<file path="config.mk">
export PLATFORM = sky130hd
export DESIGN_NAME = spread_dither
export DESIGN_NICKNAME = d
export VERILOG_FILES = /design/src/rtl/dither_pkg.sv /design/src/rtl/dither_ctrl.sv /design/src/rtl/dither_path.sv /design/src/rtl/spread_dither.sv
export SDC_FILE = /design/constraint.sdc
export NUM_CORES = 1
export LEC_CHECK = 0
export BUFFER_PORTS_ARGS = -buffer_cell sky130_fd_sc_hd__buf_4
export CAP_MARGIN = 20
export CORE_ASPECT_RATIO = 0.6
export CORE_MARGIN = 2
export CORE_UTILIZATION = 30
export DETAILED_ROUTE_END_ITERATION = 10
export GPL_TIMING_DRIVEN = 0
export PLACE_DENSITY = 0.54
export SETUP_SLACK_MARGIN = 0.4
export SLEW_MARGIN = 20
export SYNTH_ARGS = -nofsm -noshare
export SYNTH_HDL_FRONTEND = slang
export SYNTH_SLANG_ARGS = --single-unit
</file>
<file path="constraint.sdc">
create_clock -name clk -period 40.3 [get_ports clk]
set_clock_uncertainty 0.2 [all_clocks]
set_input_delay 8.06 -clock clk [delete_from_list [all_inputs] [get_ports clk]]
set_output_delay 8.06 -clock clk [all_outputs]
set_load 0.02 [all_outputs]
</file>
<file path="src/rtl/dither_pkg.sv">
package dither_pkg;
  // Strobes handed from the sweep control to the datapath
  typedef struct packed {
    logic loadCfg;  // capture base/depth this cycle (zero crossing or disabled)
    logic active;   // spreading is on
  } ditherStrobe_t;
endpackage

</file>
<file path="src/rtl/dither_ctrl.sv">
module dither_ctrl
  import dither_pkg::*;
#(
  parameter int PHASE_W = 12
) (
  input  logic               clk,
  input  logic               rst_n,
  input  logic               spreadEn,
  input  logic               rateTick,
  output logic [PHASE_W-1:0] phase,
  output logic [PHASE_W-1:0] triPos,
  output ditherStrobe_t      strobes
);
  localparam logic [PHASE_W-1:0] PHASE_ZERO = '0;

  always_ff @(posedge clk) begin
    if (!rst_n) begin
      phase <= PHASE_ZERO;
    end else if (!spreadEn) begin
      phase <= PHASE_ZERO;
    end else if (rateTick) begin
      phase <= phase + 1'b1;
    end
  end

  // Fold: second half of the period mirrors back down (modular negate)
  always_comb begin
    if (phase[PHASE_W-1]) begin
      triPos = PHASE_ZERO - phase;
    end else begin
      triPos = phase;
    end
  end

  always_comb begin
    strobes.active  = spreadEn;
    strobes.loadCfg = !spreadEn || (phase == PHASE_ZERO);
  end
endmodule

</file>
<file path="src/rtl/dither_path.sv">
module dither_path
  import dither_pkg::*;
#(
  parameter int CODE_W      = 10,
  parameter int PHASE_W     = 12,
  parameter int SHALLOW_PCT = 2,
  parameter int DEEP_PCT    = 4
) (
  input  logic               clk,
  input  logic               rst_n,
  input  logic [CODE_W-1:0]  baseCode,
  input  logic               depthSel,
  input  logic [PHASE_W-1:0] triPos,
  input  ditherStrobe_t      strobes,
  output logic [CODE_W-1:0]  ditherCode,
  output logic [CODE_W-1:0]  heldBase
);
  localparam int PCT_W   = 7;
  localparam int PROD_W  = CODE_W + PCT_W;
  localparam int SPAN_W  = CODE_W + PHASE_W;
  localparam int SHIFT   = PHASE_W - 1;
  localparam logic [PCT_W-1:0]  PCT_LO  = PCT_W'(SHALLOW_PCT);
  localparam logic [PCT_W-1:0]  PCT_HI  = PCT_W'(DEEP_PCT);
  localparam logic [PROD_W-1:0] HUNDRED = PROD_W'(100);

  logic              heldDepth;
  logic [CODE_W-1:0] effBase;
  logic              effDepth;
  logic [PCT_W-1:0]  pct;
  logic [PROD_W-1:0] scaled;
  logic [PROD_W-1:0] peakWide;
  logic [CODE_W-1:0] peak;
  logic [SPAN_W-1:0] span;
  logic [SPAN_W-1:0] spanShift;
  logic [CODE_W-1:0] offset;
  logic [CODE_W-1:0] nextCode;

  // Configuration in force for this cycle
  always_comb begin
    effBase  = strobes.loadCfg ? baseCode : heldBase;
    effDepth = strobes.loadCfg ? depthSel : heldDepth;
    pct      = effDepth ? PCT_LO : PCT_HI;
  end

  // Peak = base * pct / 100, truncated
  always_comb begin
    scaled   = PROD_W'(effBase) * PROD_W'(pct);
    peakWide = scaled / HUNDRED;
    peak     = CODE_W'(peakWide);
  end

  // Offset = peak * fold / half-period, then one-sided subtraction
  always_comb begin
    span      = SPAN_W'(peak) * SPAN_W'(triPos);
    spanShift = span >> SHIFT;
    offset    = CODE_W'(spanShift);
    nextCode  = strobes.active ? (effBase - offset) : baseCode;
  end

  always_ff @(posedge clk) begin
    if (!rst_n) begin
      heldBase   <= '0;
      heldDepth  <= 1'b0;
      ditherCode <= '0;
    end else begin
      if (strobes.loadCfg) begin
        heldBase  <= baseCode;
        heldDepth <= depthSel;
      end
      ditherCode <= nextCode;
    end
  end
endmodule

</file>
<file path="src/rtl/spread_dither.sv">
module spread_dither
  import dither_pkg::*;
#(
  parameter int CODE_W      = 10,
  parameter int PHASE_W     = 12,
  parameter int SHALLOW_PCT = 2,
  parameter int DEEP_PCT    = 4
) (
  input  logic              clk,
  input  logic              rst_n,
  input  logic [CODE_W-1:0] baseCode,
  input  logic              depthSel,
  input  logic              spreadEn,
  input  logic              rateTick,
  output logic [CODE_W-1:0] ditherCode
);
  logic [PHASE_W-1:0] phase;
  logic [PHASE_W-1:0] triPos;
  logic [CODE_W-1:0]  heldBase;
  ditherStrobe_t      strobes;

  dither_ctrl #(.PHASE_W(PHASE_W)) u_ctrl (
    .clk      (clk),
    .rst_n    (rst_n),
    .spreadEn (spreadEn),
    .rateTick (rateTick),
    .phase    (phase),
    .triPos   (triPos),
    .strobes  (strobes)
  );

  dither_path #(
    .CODE_W      (CODE_W),
    .PHASE_W     (PHASE_W),
    .SHALLOW_PCT (SHALLOW_PCT),
    .DEEP_PCT    (DEEP_PCT)
  ) u_path (
    .clk        (clk),
    .rst_n      (rst_n),
    .baseCode   (baseCode),
    .depthSel   (depthSel),
    .triPos     (triPos),
    .strobes    (strobes),
    .ditherCode (ditherCode),
    .heldBase   (heldBase)
  );
endmodule

</file>
# == Word-level counts from Yosys, hierarchy flattened ==
# Index checks and enable logic that the tools add are counted.
# op_classes
mul,2
reduce_logical,4
add_sub_neg,3
mux,5
div,1
# ops
cell,n
$mul 10x12->21,1
$mux 10,2
$div 17x7->17 const B,1
$mul 10x7->17,1
$add 12x1->12 const B,1
$logic_not 12->1,1
$mux 12,1
$sub 1x12->12 const A,1
$sub 10x10->10,1
$mux 3,1
$reduce_and 2->1,1
$logic_not 1->1,1
$logic_or 1x1->1,1
$mux 1,1
# word_totals
regBits,33
output_inout_bits,10

# == Longest topological paths before layout ==
# logic_depth
depth_word,9
mapped_depth,55

# == Modules after synthesis ==
# Synthesis repeated with hierarchy kept, for this count alone.
# hier_totals
cells_unflattened,831
hier_area_um2,6809.0
# modules_own_cells
module,area_each_um2,n_inst,seq_area_each_um2,cells_per_inst
dither_path,5963.2,1,420.4,733
dither_ctrl,845.8,1,240.2,98

# == Worst setup path before layout ==
# No wires, ideal clock.
# synth_path
kind,input to register
start,input spreadEn
end,register u_path.ditherCode[9]
path_stages,47
path_buffers,3
arrival_ns,19.365
required_ns,39.984
setup_ns,0.116
setup_slack_ns,20.618
cell_sequence,clkbuf_1 o31a_1 buf_1 mux2i_1 mux2i_1 ha_1 nor3b_1 a221o_1 a211o_1 nor2_4 a21oi_1 o32a_1 a2111oi_4 a211o_1 a21oi_1 or2_1 or4_1 and2_4 [... 11 more ...] ha_1 a21o_1 a21o_1 a21oi_1 nand3_1 nand2_1 nor2_1 a211oi_1 o31ai_4 a21oi_1 xor2_1 ha_1 inv_1 o311ai_4 maj3_2 a21oi_2 o31a_1 a41o_1
# synth_between
elab_chain_len,9
elab_cells_between_ends,10
cone_classes,1 x add/sub; 2 x mul; 1 x div; 4 x mux; 2 x reduce/logical
# synth_rtl
item,line_no,source
start: declaration,spread_dither.sv:13,"input logic spreadEn,"
$logic_not 1->1,-,
$logic_or 1x1->1,dither_ctrl.sv:37,strobes.loadCfg = !spreadEn || (phase == PHASE_ZERO);
$mux 1,-,
$mux 3,dither_path.sv:42,pct = effDepth ? PCT_LO : PCT_HI;
$mul 10x7->17,dither_path.sv:47,scaled = PROD_W'(effBase) * PROD_W'(pct);
$div 17x7->17,dither_path.sv:48,peakWide = scaled / HUNDRED;
$mul 10x12->21,dither_path.sv:54,span = SPAN_W'(peak) * SPAN_W'(triPos);
$sub 10x10->10,dither_path.sv:57,nextCode = strobes.active ? (effBase - offset) : baseCode;
$mux 10 *,dither_path.sv:57,
end signal: assignment,dither_path.sv:70,ditherCode <= nextCode;
end: declaration,dither_path.sv:15,"output logic [CODE_W-1:0] ditherCode,"
# Mark *: on every way between the ends. The rest lies on a longest branch, timed or not.
# A chain may end at the register's enable or synchronous reset.

# == Worst setup path in the final report ==
# Same ends and word-level chain as after synthesis.

==> metrics.txt <==
drt total wl 17.6 mm; depth of the worst hold-timing path 2; post-DP HPWL 15.1 mm; vias in the first global route 5316; Reg-to-Reg Start u_ctrl.phase[0]; diode count 0; Post-CTS Setup Bufs 0; initial antenna violation count 0; status finished clean; Cells after Synth 838; slowest stage delay, CP 0.63 ns; Root Driver clkbuf_16; Slew @ Worst Pin 0.822 ns; Inserted Clock Buffers 5; CP Capture Type flop; Mapped Avg Cell Area 8.08 µm²; GRT Total Usage 0.155; sequential-to-total area share from yosys stat 0.0976; Top FF cell, synth dfxtp_1; Synth Register Bits 33; RSZ-0062 raised after global routing no; hold path start u_path.heldBase[0]; period utilization 0.535; HP Class reg2reg; Hold Fails Final Rpt 0; slowest CP cell buf_1; CTS tree built; Reg-to-Reg End u_path.ditherCode[9]; most frequent cells in the layout inv_1, nor2_1, nand2_1; DRC viols 0; reg2reg path depth 52; cts-stage hold buffer count 0; Sum Neg Setup Slack 0 ns; RD Place Congestion 0.865; Die W 198 µm; Ys Warns 0; Static Leak 3.36 nW; Worst EP arrival 21.54 ns; final worst setup slack 18.74 ns; routed len/inst 15.1 µm; routed via count 5995; Worst setup SP type input pin; initial DRC count 511; Via density 5.16; crit-path max FO 10; worst rel slew slack 0.448; Post-DRT Antenna Nets 0; pin count of the biggest net entering global routing 11; reg-to-reg setup timing slack 25.75 ns; fin nets 1007; GRT overflow 0; Core Rows 42; IO Port Bufs 22; final setup fails 0; Tmin final 21.56 ns; CP required 40.28 ns; Synth Cell Area 0.00677 mm²; I/O pins 25; Hold Path End u_path.heldBase[0]; Area growth, synth to finish 10.7%; Async SR Flop Fraction 0; fin. max-slew vios 0; share of cells above drive strength 1 0.104; critical path class in2reg; f_max 46.4 MHz; unique cell type count in the Yosys netlist 107; maximum vdd drop 0.0260 mV; EDFF count, synth 0; Clock Pin Slew Worst Setup and Hold Paths 0.06 ns; Post-CTS Resized 0; Core ar. 0.0221 mm²; Clock Latency Late Sink 0.29 ns; Setup WS pre-CTS 18.65 ns; Max Cap Viol 0; Critical Path Source spreadEn; pwr dens 41.6 mW/mm²; Pre-antenna DRT Iters 5; first-pass GRT wire length 29.4 mm; CTS Sinks 33; most common cell after layout, fill and taps aside inv_1; Die ar. 0.0238 mm²; deepest clock path buffer count 2; Initial Util 0.307; H-tree Lvls 2; Chip Height 120 µm
cell families (layout without fill, tap and decap cells):
logic type,after synthesis,in the layout,synth area share
XOR/XNOR,52,52,0.0706
flip-flops,33,33,0.0976
other,2,10,0.00111
AO/OA/AOI/OAI,194,194,0.236
multiplexers,27,27,0.0431
buffers and inverters,128,158,0.0734
AND/OR/NAND/NOR,281,281,0.201
adder cells (fa/ha/maj),121,121,0.277
power breakdown:
part | total [W] | switching (W) | leakage [nW] | internal [W]
registers | 0.0000348 | 0.000000570 | 0.272 | 0.0000343
logic | 0.000231 | 0.000153 | 3.00 | 0.0000782
clock network | 0.0000459 | 0.0000150 | 0.0841 | 0.0000309
synth_stat cells (all sizes together), types with 3 or more instances:
cell type / number / area (µm²)
inv: 97 / 364
nor2: 97 / 374
nand2: 74 / 280
ha: 68 / 851
fa: 49 / 981
dfxtp: 33 / 661
a21oi: 31 / 163
o21ai: 29 / 153
xnor2: 26 / 235
xor2: 26 / 243
nand3: 25 / 130
mux2i: 23 / 243
clkbuf: 21 / 78.8
nor3: 16 / 95.1
o211ai: 15 / 128
a211oi: 14 / 133
a31oi: 12 / 96.3
o21a: 12 / 91.3
nand2b: 10 / 62.6
o31ai: 10 / 98.8
buf: 9 / 50.1
and3: 8 / 50.1
nor2b: 8 / 57.6
or2: 8 / 50.1
a21o: 7 / 52.6
o2111ai: 7 / 67.6
or3: 7 / 43.8
a2111oi: 5 / 81.3
and2: 5 / 33.8
nand4: 5 / 31.3
o31a: 5 / 43.8
a2bb2oi: 4 / 41.3
maj3: 4 / 41.3
mux2: 4 / 48.8
nand3b: 4 / 30.0
nor4: 4 / 25.0
o211a: 4 / 40.0
a211o: 3 / 26.3
a22o: 3 / 26.3
a22oi: 3 / 22.5
nor3b: 3 / 33.8
o311ai: 3 / 43.8
per-stage QoR:
stage	hold WS (ns)	total power [W]	utilization	area, µm²	instances
6_report	0.327	0.000311	0.340	7490	1162
5_1_grt	0.372	0.000337	0.340	7490	1162
4_1_cts	0.333	0.000306	0.340	7490	1162
3_5_place_dp	0.319	0.000259	0.332	7320	1154
3_3_place_gp	0.306	0.000261	0.332	7320	1154
2_1_floorplan	0.288	0.000207	-	6800	846
worst max-delay path, delay by kind of cell:
kind	cells	cell delay [ns]
fa+ha+maj	9	3.65
mux	2	0.59
buf+inv	8	1.90
xor+xnor	1	0.09
compound gates	21	5.81
simple gates	8	1.36
worst max path at each step:
stage               slack [ns]  cells after the start              endpoint
floorplan                20.62                     47  u_path.ditherCode[9]
global placement         18.66                     48  u_path.ditherCode[9]
detailed placement       18.65                     48  u_path.ditherCode[9]
CTS                      18.90                     48  u_path.ditherCode[9]
global route             17.83                     49  u_path.ditherCode[9]
finish                   18.74                     49  u_path.ditherCode[9]
registers in the layout, indices dropped and copies added (netlist names):
signal	cells
u_path.heldBase	10
u_ctrl.phase	12
u_path.heldDepth	1
u_path.ditherCode	10
routing by layer:
metal | track usage | vias to the layer above | routed length (µm)
met5 | 0 | - | 0
met4 | 0.0113 | 0 | 44
met3 | 0.0307 | 6 | 975
met2 | 0.186 | 151 | 6040
met1 | 0.273 | 2831 | 10500
li1 | - | 3007 | -
layout make-up:
type | instances | area (µm²)
clock inverters | 1 | 30.0
fillers | 2361 | 14600
clock buffers | 7 | 143
multi-input cells | 685 | 5640
repair buffers | 22 | 165
inverters | 98 | 368
well taps | 286 | 358
flip-flops and latches | 33 | 661
plain buffers | 30 | 129
Note: power is estimated with default switching activity, not from simulation.
